$ cat src/rtl/dacseq_pkg.sv
package dacseq_pkg;

    typedef enum logic [2:0] {
        ST_IDLE,
        ST_PREP,
        ST_SLOT,
        ST_SKIP,
        ST_LOAD,
        ST_SETTLE,
        ST_FIN
    } seq_state_t;

endpackage

$ cat src/rtl/dacseq_shadow.sv
module dacseq_shadow #(
    parameter int NUM_CH = 16,
    parameter int DATA_W = 16,
    localparam int IDX_W = $clog2(NUM_CH)
) (
    input  logic                     clk,
    input  logic                     rst_n,
    input  logic                     cap_i,
    input  logic [NUM_CH*DATA_W-1:0] data_i,
    input  logic [NUM_CH-1:0]        en_i,
    input  logic [IDX_W-1:0]         idx_i,
    output logic [DATA_W-1:0]        word_o,
    output logic [NUM_CH-1:0]        en_vec_o
);

    logic [NUM_CH*DATA_W-1:0] data_q;
    logic [NUM_CH-1:0]        en_q;

    always_ff @(posedge clk) begin
        if (!rst_n) begin
            data_q <= '0;
            en_q   <= '0;
        end else if (cap_i) begin
            data_q <= data_i;
            en_q   <= en_i;
        end
    end

    assign word_o   = data_q[idx_i*DATA_W +: DATA_W];
    assign en_vec_o = en_q;

    AST_SHADOW_HOLD: assert property (@(posedge clk) disable iff (!rst_n)
        !cap_i |=> ($stable(data_q) && $stable(en_q)));

endmodule

$ cat src/rtl/dacseq_cursor.sv
module dacseq_cursor #(
    parameter int NUM_CH = 16,
    parameter int TMR_W  = 3,
    localparam int IDX_W = $clog2(NUM_CH)
) (
    input  logic             clk,
    input  logic             rst_n,
    input  logic             idx_clr_i,
    input  logic             idx_inc_i,
    input  logic             tmr_clr_i,
    output logic [IDX_W-1:0] idx_o,
    output logic [TMR_W-1:0] tmr_o
);

    logic [IDX_W-1:0] idx_q;
    logic [TMR_W-1:0] tmr_q;

    always_ff @(posedge clk) begin
        if (!rst_n) begin
            idx_q <= '0;
        end else if (idx_clr_i) begin
            idx_q <= '0;
        end else if (idx_inc_i) begin
            idx_q <= idx_q + 1'b1;
        end
    end

    always_ff @(posedge clk) begin
        if (!rst_n || tmr_clr_i) begin
            tmr_q <= '0;
        end else begin
            tmr_q <= tmr_q + 1'b1;
        end
    end

    assign idx_o = idx_q;
    assign tmr_o = tmr_q;

    AST_IDX_STEP: assert property (@(posedge clk) disable iff (!rst_n)
        (idx_inc_i && !idx_clr_i) |=> (idx_q == $past(idx_q) + 1'b1));

    AST_IDX_NO_WRAP: assert property (@(posedge clk) disable iff (!rst_n)
        idx_inc_i |-> (idx_q != IDX_W'(NUM_CH - 1)));

endmodule

$ cat src/rtl/dacseq_ctrl.sv
module dacseq_ctrl
    import dacseq_pkg::*;
#(
    parameter int NUM_CH     = 16,
    parameter int TMR_W      = 3,
    parameter int SLOT_CYC   = 4,
    parameter int SETTLE_CYC = 3,
    localparam int IDX_W = $clog2(NUM_CH)
) (
    input  logic              clk,
    input  logic              rst_n,
    input  logic              trig_i,
    input  logic [NUM_CH-1:0] en_vec_i,
    input  logic [IDX_W-1:0]  idx_i,
    input  logic [TMR_W-1:0]  tmr_i,
    output logic              cap_o,
    output logic              idx_clr_o,
    output logic              idx_inc_o,
    output logic              tmr_clr_o,
    output logic              in_slot_o,
    output logic              wr_stb_o,
    output logic              load_o,
    output logic              busy_o,
    output logic              done_o
);

    localparam logic [IDX_W-1:0] LAST_IDX = IDX_W'(NUM_CH - 1);

    seq_state_t state_q, state_n;

    logic             last_ch;
    logic             slot_end;
    logic             settle_end;
    logic [IDX_W-1:0] nxt_idx;
    logic             ch_step;

    assign last_ch    = (idx_i == LAST_IDX);
    assign slot_end   = (tmr_i == TMR_W'(SLOT_CYC - 1));
    assign settle_end = (tmr_i == TMR_W'(SETTLE_CYC - 1));
    assign nxt_idx    = idx_i + 1'b1;
    assign ch_step    = (state_q == ST_SKIP) || ((state_q == ST_SLOT) && slot_end);

    // State register
    always_ff @(posedge clk) begin
        if (!rst_n) begin
            state_q <= ST_IDLE;
        end else begin
            state_q <= state_n;
        end
    end

    // Next state and control outputs
    always_comb begin
        state_n   = state_q;
        cap_o     = 1'b0;
        idx_clr_o = 1'b0;
        idx_inc_o = 1'b0;
        unique case (state_q)
            ST_IDLE: begin
                if (trig_i) begin
                    state_n   = ST_PREP;
                    cap_o     = 1'b1;
                    idx_clr_o = 1'b1;
                end
            end
            ST_PREP: begin
                state_n = en_vec_i[idx_i] ? ST_SLOT : ST_SKIP;
            end
            ST_SLOT, ST_SKIP: begin
                if (ch_step) begin
                    if (last_ch) begin
                        state_n = ST_LOAD;
                    end else begin
                        idx_inc_o = 1'b1;
                        state_n   = en_vec_i[nxt_idx] ? ST_SLOT : ST_SKIP;
                    end
                end
            end
            ST_LOAD: begin
                state_n = ST_SETTLE;
            end
            ST_SETTLE: begin
                if (settle_end) begin
                    state_n = ST_FIN;
                end
            end
            ST_FIN: begin
                if (trig_i) begin
                    state_n   = ST_PREP;
                    cap_o     = 1'b1;
                    idx_clr_o = 1'b1;
                end else begin
                    state_n = ST_IDLE;
                end
            end
            default: state_n = ST_IDLE;
        endcase
        tmr_clr_o = (state_n != state_q) || ch_step;
    end

    // Port outputs
    always_comb begin
        in_slot_o = (state_q == ST_SLOT);
        wr_stb_o  = (state_q == ST_SLOT) && (tmr_i == '0);
        load_o    = (state_q == ST_LOAD);
        busy_o    = (state_q != ST_IDLE);
        done_o    = (state_q == ST_FIN);
    end

    AST_STB_ENABLED: assert property (@(posedge clk) disable iff (!rst_n)
        wr_stb_o |-> en_vec_i[idx_i]);

    AST_STB_SPACING: assert property (@(posedge clk) disable iff (!rst_n)
        wr_stb_o |=> !wr_stb_o);

    AST_LOAD_PULSE: assert property (@(posedge clk) disable iff (!rst_n)
        load_o |=> !load_o);

    AST_DONE_PULSE: assert property (@(posedge clk) disable iff (!rst_n)
        done_o |=> !done_o);

    AST_START_ON_TRIG: assert property (@(posedge clk) disable iff (!rst_n)
        $rose(busy_o) |-> $past(trig_i));

endmodule

$ cat src/rtl/dacseq_top.sv
module dacseq_top #(
    parameter int NUM_DEV    = 4,
    parameter int CH_PER_DEV = 4,
    parameter int DATA_W     = 16,
    parameter int SLOT_CYC   = 4,
    parameter int SETTLE_CYC = 3,
    localparam int NUM_CH  = NUM_DEV * CH_PER_DEV,
    localparam int IDX_W   = $clog2(NUM_CH),
    localparam int DEV_W   = $clog2(NUM_DEV),
    localparam int ADDR_W  = $clog2(CH_PER_DEV),
    localparam int TMR_MAX = (SLOT_CYC > SETTLE_CYC) ? SLOT_CYC : SETTLE_CYC,
    localparam int TMR_W   = $clog2(TMR_MAX) + 1
) (
    input  logic                     clk,
    input  logic                     rst_n,
    input  logic [NUM_CH*DATA_W-1:0] ch_data_i,
    input  logic [NUM_CH-1:0]        ch_en_i,
    input  logic                     trig_i,
    output logic [DEV_W-1:0]         wr_dev_o,
    output logic [ADDR_W-1:0]        wr_addr_o,
    output logic [DATA_W-1:0]        wr_data_o,
    output logic                     wr_stb_o,
    output logic                     load_o,
    output logic                     busy_o,
    output logic                     done_o
);

    logic              cap;
    logic              idx_clr;
    logic              idx_inc;
    logic              tmr_clr;
    logic              in_slot;
    logic [IDX_W-1:0]  idx;
    logic [TMR_W-1:0]  tmr;
    logic [DATA_W-1:0] sh_word;
    logic [NUM_CH-1:0] sh_en;

    dacseq_shadow #(
        .NUM_CH (NUM_CH),
        .DATA_W (DATA_W)
    ) shadow_i (
        .clk      (clk),
        .rst_n    (rst_n),
        .cap_i    (cap),
        .data_i   (ch_data_i),
        .en_i     (ch_en_i),
        .idx_i    (idx),
        .word_o   (sh_word),
        .en_vec_o (sh_en)
    );

    dacseq_cursor #(
        .NUM_CH (NUM_CH),
        .TMR_W  (TMR_W)
    ) cursor_i (
        .clk       (clk),
        .rst_n     (rst_n),
        .idx_clr_i (idx_clr),
        .idx_inc_i (idx_inc),
        .tmr_clr_i (tmr_clr),
        .idx_o     (idx),
        .tmr_o     (tmr)
    );

    dacseq_ctrl #(
        .NUM_CH     (NUM_CH),
        .TMR_W      (TMR_W),
        .SLOT_CYC   (SLOT_CYC),
        .SETTLE_CYC (SETTLE_CYC)
    ) ctrl_i (
        .clk       (clk),
        .rst_n     (rst_n),
        .trig_i    (trig_i),
        .en_vec_i  (sh_en),
        .idx_i     (idx),
        .tmr_i     (tmr),
        .cap_o     (cap),
        .idx_clr_o (idx_clr),
        .idx_inc_o (idx_inc),
        .tmr_clr_o (tmr_clr),
        .in_slot_o (in_slot),
        .wr_stb_o  (wr_stb_o),
        .load_o    (load_o),
        .busy_o    (busy_o),
        .done_o    (done_o)
    );

    // Write bus, valid across the whole slot of an enabled channel
    assign wr_dev_o  = in_slot ? DEV_W'(idx / IDX_W'(CH_PER_DEV)) : '0;
    assign wr_addr_o = in_slot ? ADDR_W'(idx % IDX_W'(CH_PER_DEV)) : '0;
    assign wr_data_o = in_slot ? sh_word : '0;

endmodule

$ cat config.mk
export PLATFORM = sky130hd
export DESIGN_NAME = dacseq_top
export DESIGN_NICKNAME = d
export VERILOG_FILES = /design/src/rtl/dacseq_pkg.sv /design/src/rtl/dacseq_shadow.sv /design/src/rtl/dacseq_cursor.sv /design/src/rtl/dacseq_ctrl.sv /design/src/rtl/dacseq_top.sv
export SDC_FILE = /design/constraint.sdc
export NUM_CORES = 1
export LEC_CHECK = 0
export BUFFER_PORTS_ARGS = -buffer_cell sky130_fd_sc_hd__buf_2
export CORE_MARGIN = 2
export CORE_UTILIZATION = 58
export DETAILED_ROUTE_END_ITERATION = 8
export GPL_ROUTABILITY_DRIVEN = 0
export PLACE_DENSITY = 0.85
export SKIP_CTS_REPAIR_TIMING = 1
export SYNTH_ARGS = -nofsm -noshare
export SYNTH_HDL_FRONTEND = slang
export SYNTH_SLANG_ARGS = --single-unit
export TNS_END_PERCENT = 1
$ cat constraint.sdc
create_clock -name clk -period 3.6 [get_ports clk]
set_clock_uncertainty 0.05 [all_clocks]
set_input_delay 0.18 -clock clk [delete_from_list [all_inputs] [get_ports clk]]
set_output_delay 0.18 -clock clk [all_outputs]
set_load 0.02 [all_outputs]
==> insert_results.sql <==
INSERT INTO impl_metrics (metric_group, metric, value, unit) VALUES
('status', 'outcome', 'complete, no violations', ''),
('cts', 'tritoncts', 'built', ''),
('cts', 'clkLatencyLatePin', '550', 'ps'),
('cells_and_area', 'final-seq-area', '5650', 'um^2'),
('yosys', 'number_of_cells_produced_by_synthesis', '1404', ''),
('route', 'route.antenna.remaining_nets', '0', ''),
('timing', 'fmax', '0.305', 'GHz'),
('min_path', 'timing.hold.worst.class', 'input port to register', ''),
('route', 'drtPass1Iterations', '8', ''),
('timing', 'final_number_of_max_transition_violations', '0', ''),
('yosys', 'synth_ff_type', 'dfxtp_1', ''),
('setup_path', 'critical_path.endpoint_type', 'primary output', ''),
('timing', 'setup_viol', '0', ''),
('setup_path', 'timing.critical_path.mode_cell', 'mux4_2', ''),
('yosys', 'netlist_area_before_placement', '12900', 'um^2'),
('yosys', 'synth-seq-area-share', '0.439', ''),
('floorplan', 'pin_count', '299', ''),
('cells_and_area', 'flow.area_growth_from_synthesis', '41.0', '%'),
('setup_path', 'timing.critical_path.cells', 'buf_4 > mux4_2 > mux4_2 > and2_1 > buf_2', ''),
('pwr', 'worst_vdd_rail_ir_drop', '0.000411', 'V'),
('cells_and_area', 'total_area_of_multi_input_combinational_cells', '6650', 'um^2'),
('cts', 'ctsRootBufferMaster', 'clkbuf_16', ''),
('yosys', 'synth_async_sr_flop_share', '0', ''),
('global_route', 'grt_pass1_wl', '59100', 'um'),
('cts', 'cts_sinks', '282', ''),
('floorplan', 'fp.coreArea', '21800', 'um^2'),
('cts', 'numCtsBuffers', '28', ''),
('flow_run', 'timing.max_cap.violations', '0', ''),
('timing', 'tightest_slew', '919', 'ps'),
('route', 'drt_wl_total', '54100', 'um'),
('route', 'vias', '13900', ''),
('pwr', 'p_leak', '7.39', 'nW'),
('setup_path', 'slowest_delay', '790', 'ps'),
('setup_path', 'cp.required', '3370', 'ps'),
('timing', 'finalWorstPathRequiredPeriod', '3280', 'ps'),
('cells_and_area', 'nets', '2185', ''),
('timing', 'setup-tns-final', '0', 'ps'),
('route', 'routed_len_inst', '24.4', 'um'),
('setup_path', 'worstSetupPathType', 'register to primary output', ''),
('setup_path', 'crit_arrival', '3050', 'ps'),
('cells_and_area', 'filler_cell_count', '1017', ''),
('yosys', 'synth-edff-count', '0', ''),
('pwr', 'powerDensity', '466', 'nW/um^2'),
('floorplan', 'dieWidth', '153', 'um'),
('place', 'port-buffer-count', '298', ''),
('setup_path', 'crit_path_start_kind', 'register', ''),
('timing', 'normalized_max_slew_margin', '0.384', ''),
('cts', 'htree_num_levels', '1', ''),
('setup_path', 'critical-path-slowest-cell', 'dfxtp_4', ''),
('setup_path', 'critPathMaxFanout', '44', ''),
('global_route', 'groute.usage.overall', '0.324', ''),
('floorplan', 'die_footprint', '23400', 'um^2'),
('place', 'detailed_place_hpwl', '28300', 'um'),
('timing', 'setup_repair_after_global_routing_missed_its_margin', 'false', ''),
('floorplan', 'die_y_extent', '153', 'um'),
('yosys', 'syn_nets', '1684', ''),
('yosys', 'postSynthRegisterBits', '282', ''),
('global_route', 'grt-ovfl-total', '0', ''),
('yosys', 'synth.lib_cells_used.distinct', '39', ''),
('route', 'number_of_remaining_drc_errors', '0', ''),
('global_route', 'grt_max_degree', '126', ''),
('yosys', 'warnings_from_yosys', '0', ''),
('global_route', 'antenna_found_initial', '6', ''),
('floorplan', 'initial_utilization', '0.591', ''),
('global_route', 'via_count_of_the_first_global_routing_pass', '10800', ''),
('yosys', 'average_instance_area_after_synthesis', '9.16', 'um^2'),
('timing', 'hold_slack', '131', 'ps'),
('cells_and_area', 'drive_gt1_frac', '0.232', ''),
('route', 'detailedRoute.firstIterationViolations', '1758', ''),
('timing', 'post-route-period-util', '0.910', ''),
('floorplan', 'placementRows', '54', ''),
('timing', 'finalHoldViolCount', '0', ''),
('cts', 'clk_path_buf_depth', '3', ''),
('cts', 'clk_pin_slew_worst_paths', '80', 'ps'),
('route', 'detail_route.vias_per_cell', '6.29', '');
-- routing by layer --
layer | vias up | GRT usage | routed length (um)
met5 | - | 0 | 13
met4 | 2 | 0.145 | 4920
met3 | 414 | 0.0567 | 6720
met2 | 1324 | 0.528 | 25000
met1 | 6450 | 0.425 | 17500
li1 | 5738 | - | -
-- critical path: cells and delay by family (launching register included) --
kind / cells / cell delay, ps
muxes: 2 / 860
and+or+nand+nor: 1 / 220
DFF: 1 / 790
buffers and inverters: 2 / 600
-- final timing paths --
check / end / start / cells after the start / slack [ps]
setup / recovery: wr_data_o[10] / cursor_i.idx_o[1] / 5 / 320
hold / removal: shadow_i.data_q[239] / rst_n / 2 / 130
setup reg to reg: shadow_i.data_q[135] / ctrl_i.state_q[2] / 5 / 930
hold reg to reg: shadow_i.data_q[156] / shadow_i.data_q[156] / 2 / 400
-- Yosys cell counts (4+ instances only) --
master	count	area share
clkbuf_1	83	0.024
buf_6	5	0.0044
ha_1	5	0.0049
nand2_1	553	0.16
inv_1	5	0.0015
buf_1	4	0.0012
a21boi_1	272	0.16
a21oi_1	5	0.0019
mux4_2	77	0.13
nand3_1	4	0.0016
mux4_1	7	0.014
dfxtp_1	282	0.44
nor2b_1	4	0.0019
and2_1	19	0.0092
buf_2	23	0.0090
nor2_1	15	0.0044
nand2b_1	4	0.0019
-- cell usage in the layout, fill, tap and decap left out, drive strengths merged, types with 2 or more instances in the layout --
master       netlist  final
nand2b             4      4
o21ai              2      2
nand2            553    553
clkinvlp           0      2
clkinv             0      6
and2              19     19
a21oi              5      5
a31oi              3      3
clkbuf            83     39
nor2b              4      4
diode              0      7
a2111oi            2      2
mux2i              3      3
nand3              4      4
mux4              86     86
inv                6      6
buf               36    318
bufinv             0      4
o21a               2      2
ha                 5      5
nor2              15     15
or3                2      2
xnor2              3      3
nor3               3      3
dlygate4sd3        0    272
dfxtp            282    282
a21boi           272    272
-- area by class of cell --
cell class                 instances  share of cell area
clock inverter                    12             0.00974
timing repair buffer             590               0.246
tap                              280              0.0193
multi-input combinational        997               0.367
clock buffer                      39              0.0437
inverter                           6             0.00124
sequential                       282               0.312
antenna                            7            0.000967
-- cell families (layout without fill, tap and decap cells) --
logic type	Yosys count	count (layout)	synth area share
and+or+nand+nor	609	609	0.186
xor gates and xnor gates	3	3	0.00204
AOI/OAI and AO/OA	290	290	0.168
adders and majority gates	5	5	0.00487
buffers and inverters	125	647	0.0438
other	0	7	0
DFF	282	282	0.439
muxes	90	90	0.156
-- through the flow --
step / instance area, um^2 / util / cells / setup slack (ps) / power (mW)
floorplan: 12900 / - / 1404 / 1440 / 4.43
global placement: 14400 / 0.662 / 1883 / 1010 / 4.90
detailed placement: 14400 / 0.662 / 1883 / 995 / 4.93
CTS: 15400 / 0.707 / 1934 / 406 / 7.95
global route: 18100 / 0.833 / 2210 / 251 / 8.62
finish: 18100 / 0.833 / 2213 / 323 / 8.44
-- report_power, final --
part	internal, mW	total [mW]	leakage, nW	switching (mW)
clock network	1.82	3.14	0.471	1.32
registers	3.40	3.64	2.31	0.243
logic	0.744	1.66	4.60	0.913
total	5.97	8.44	7.39	2.47
-- state kept, by name, summed over array words and instances (netlist names) --
register / flops
shadow_i.data_q: 256
ctrl_i.state_q: 3
shadow_i.en_vec_o: 16
cursor_i.idx_o: 4
cursor_i.tmr_o: 3
Power figures use the tool's default switching activity.
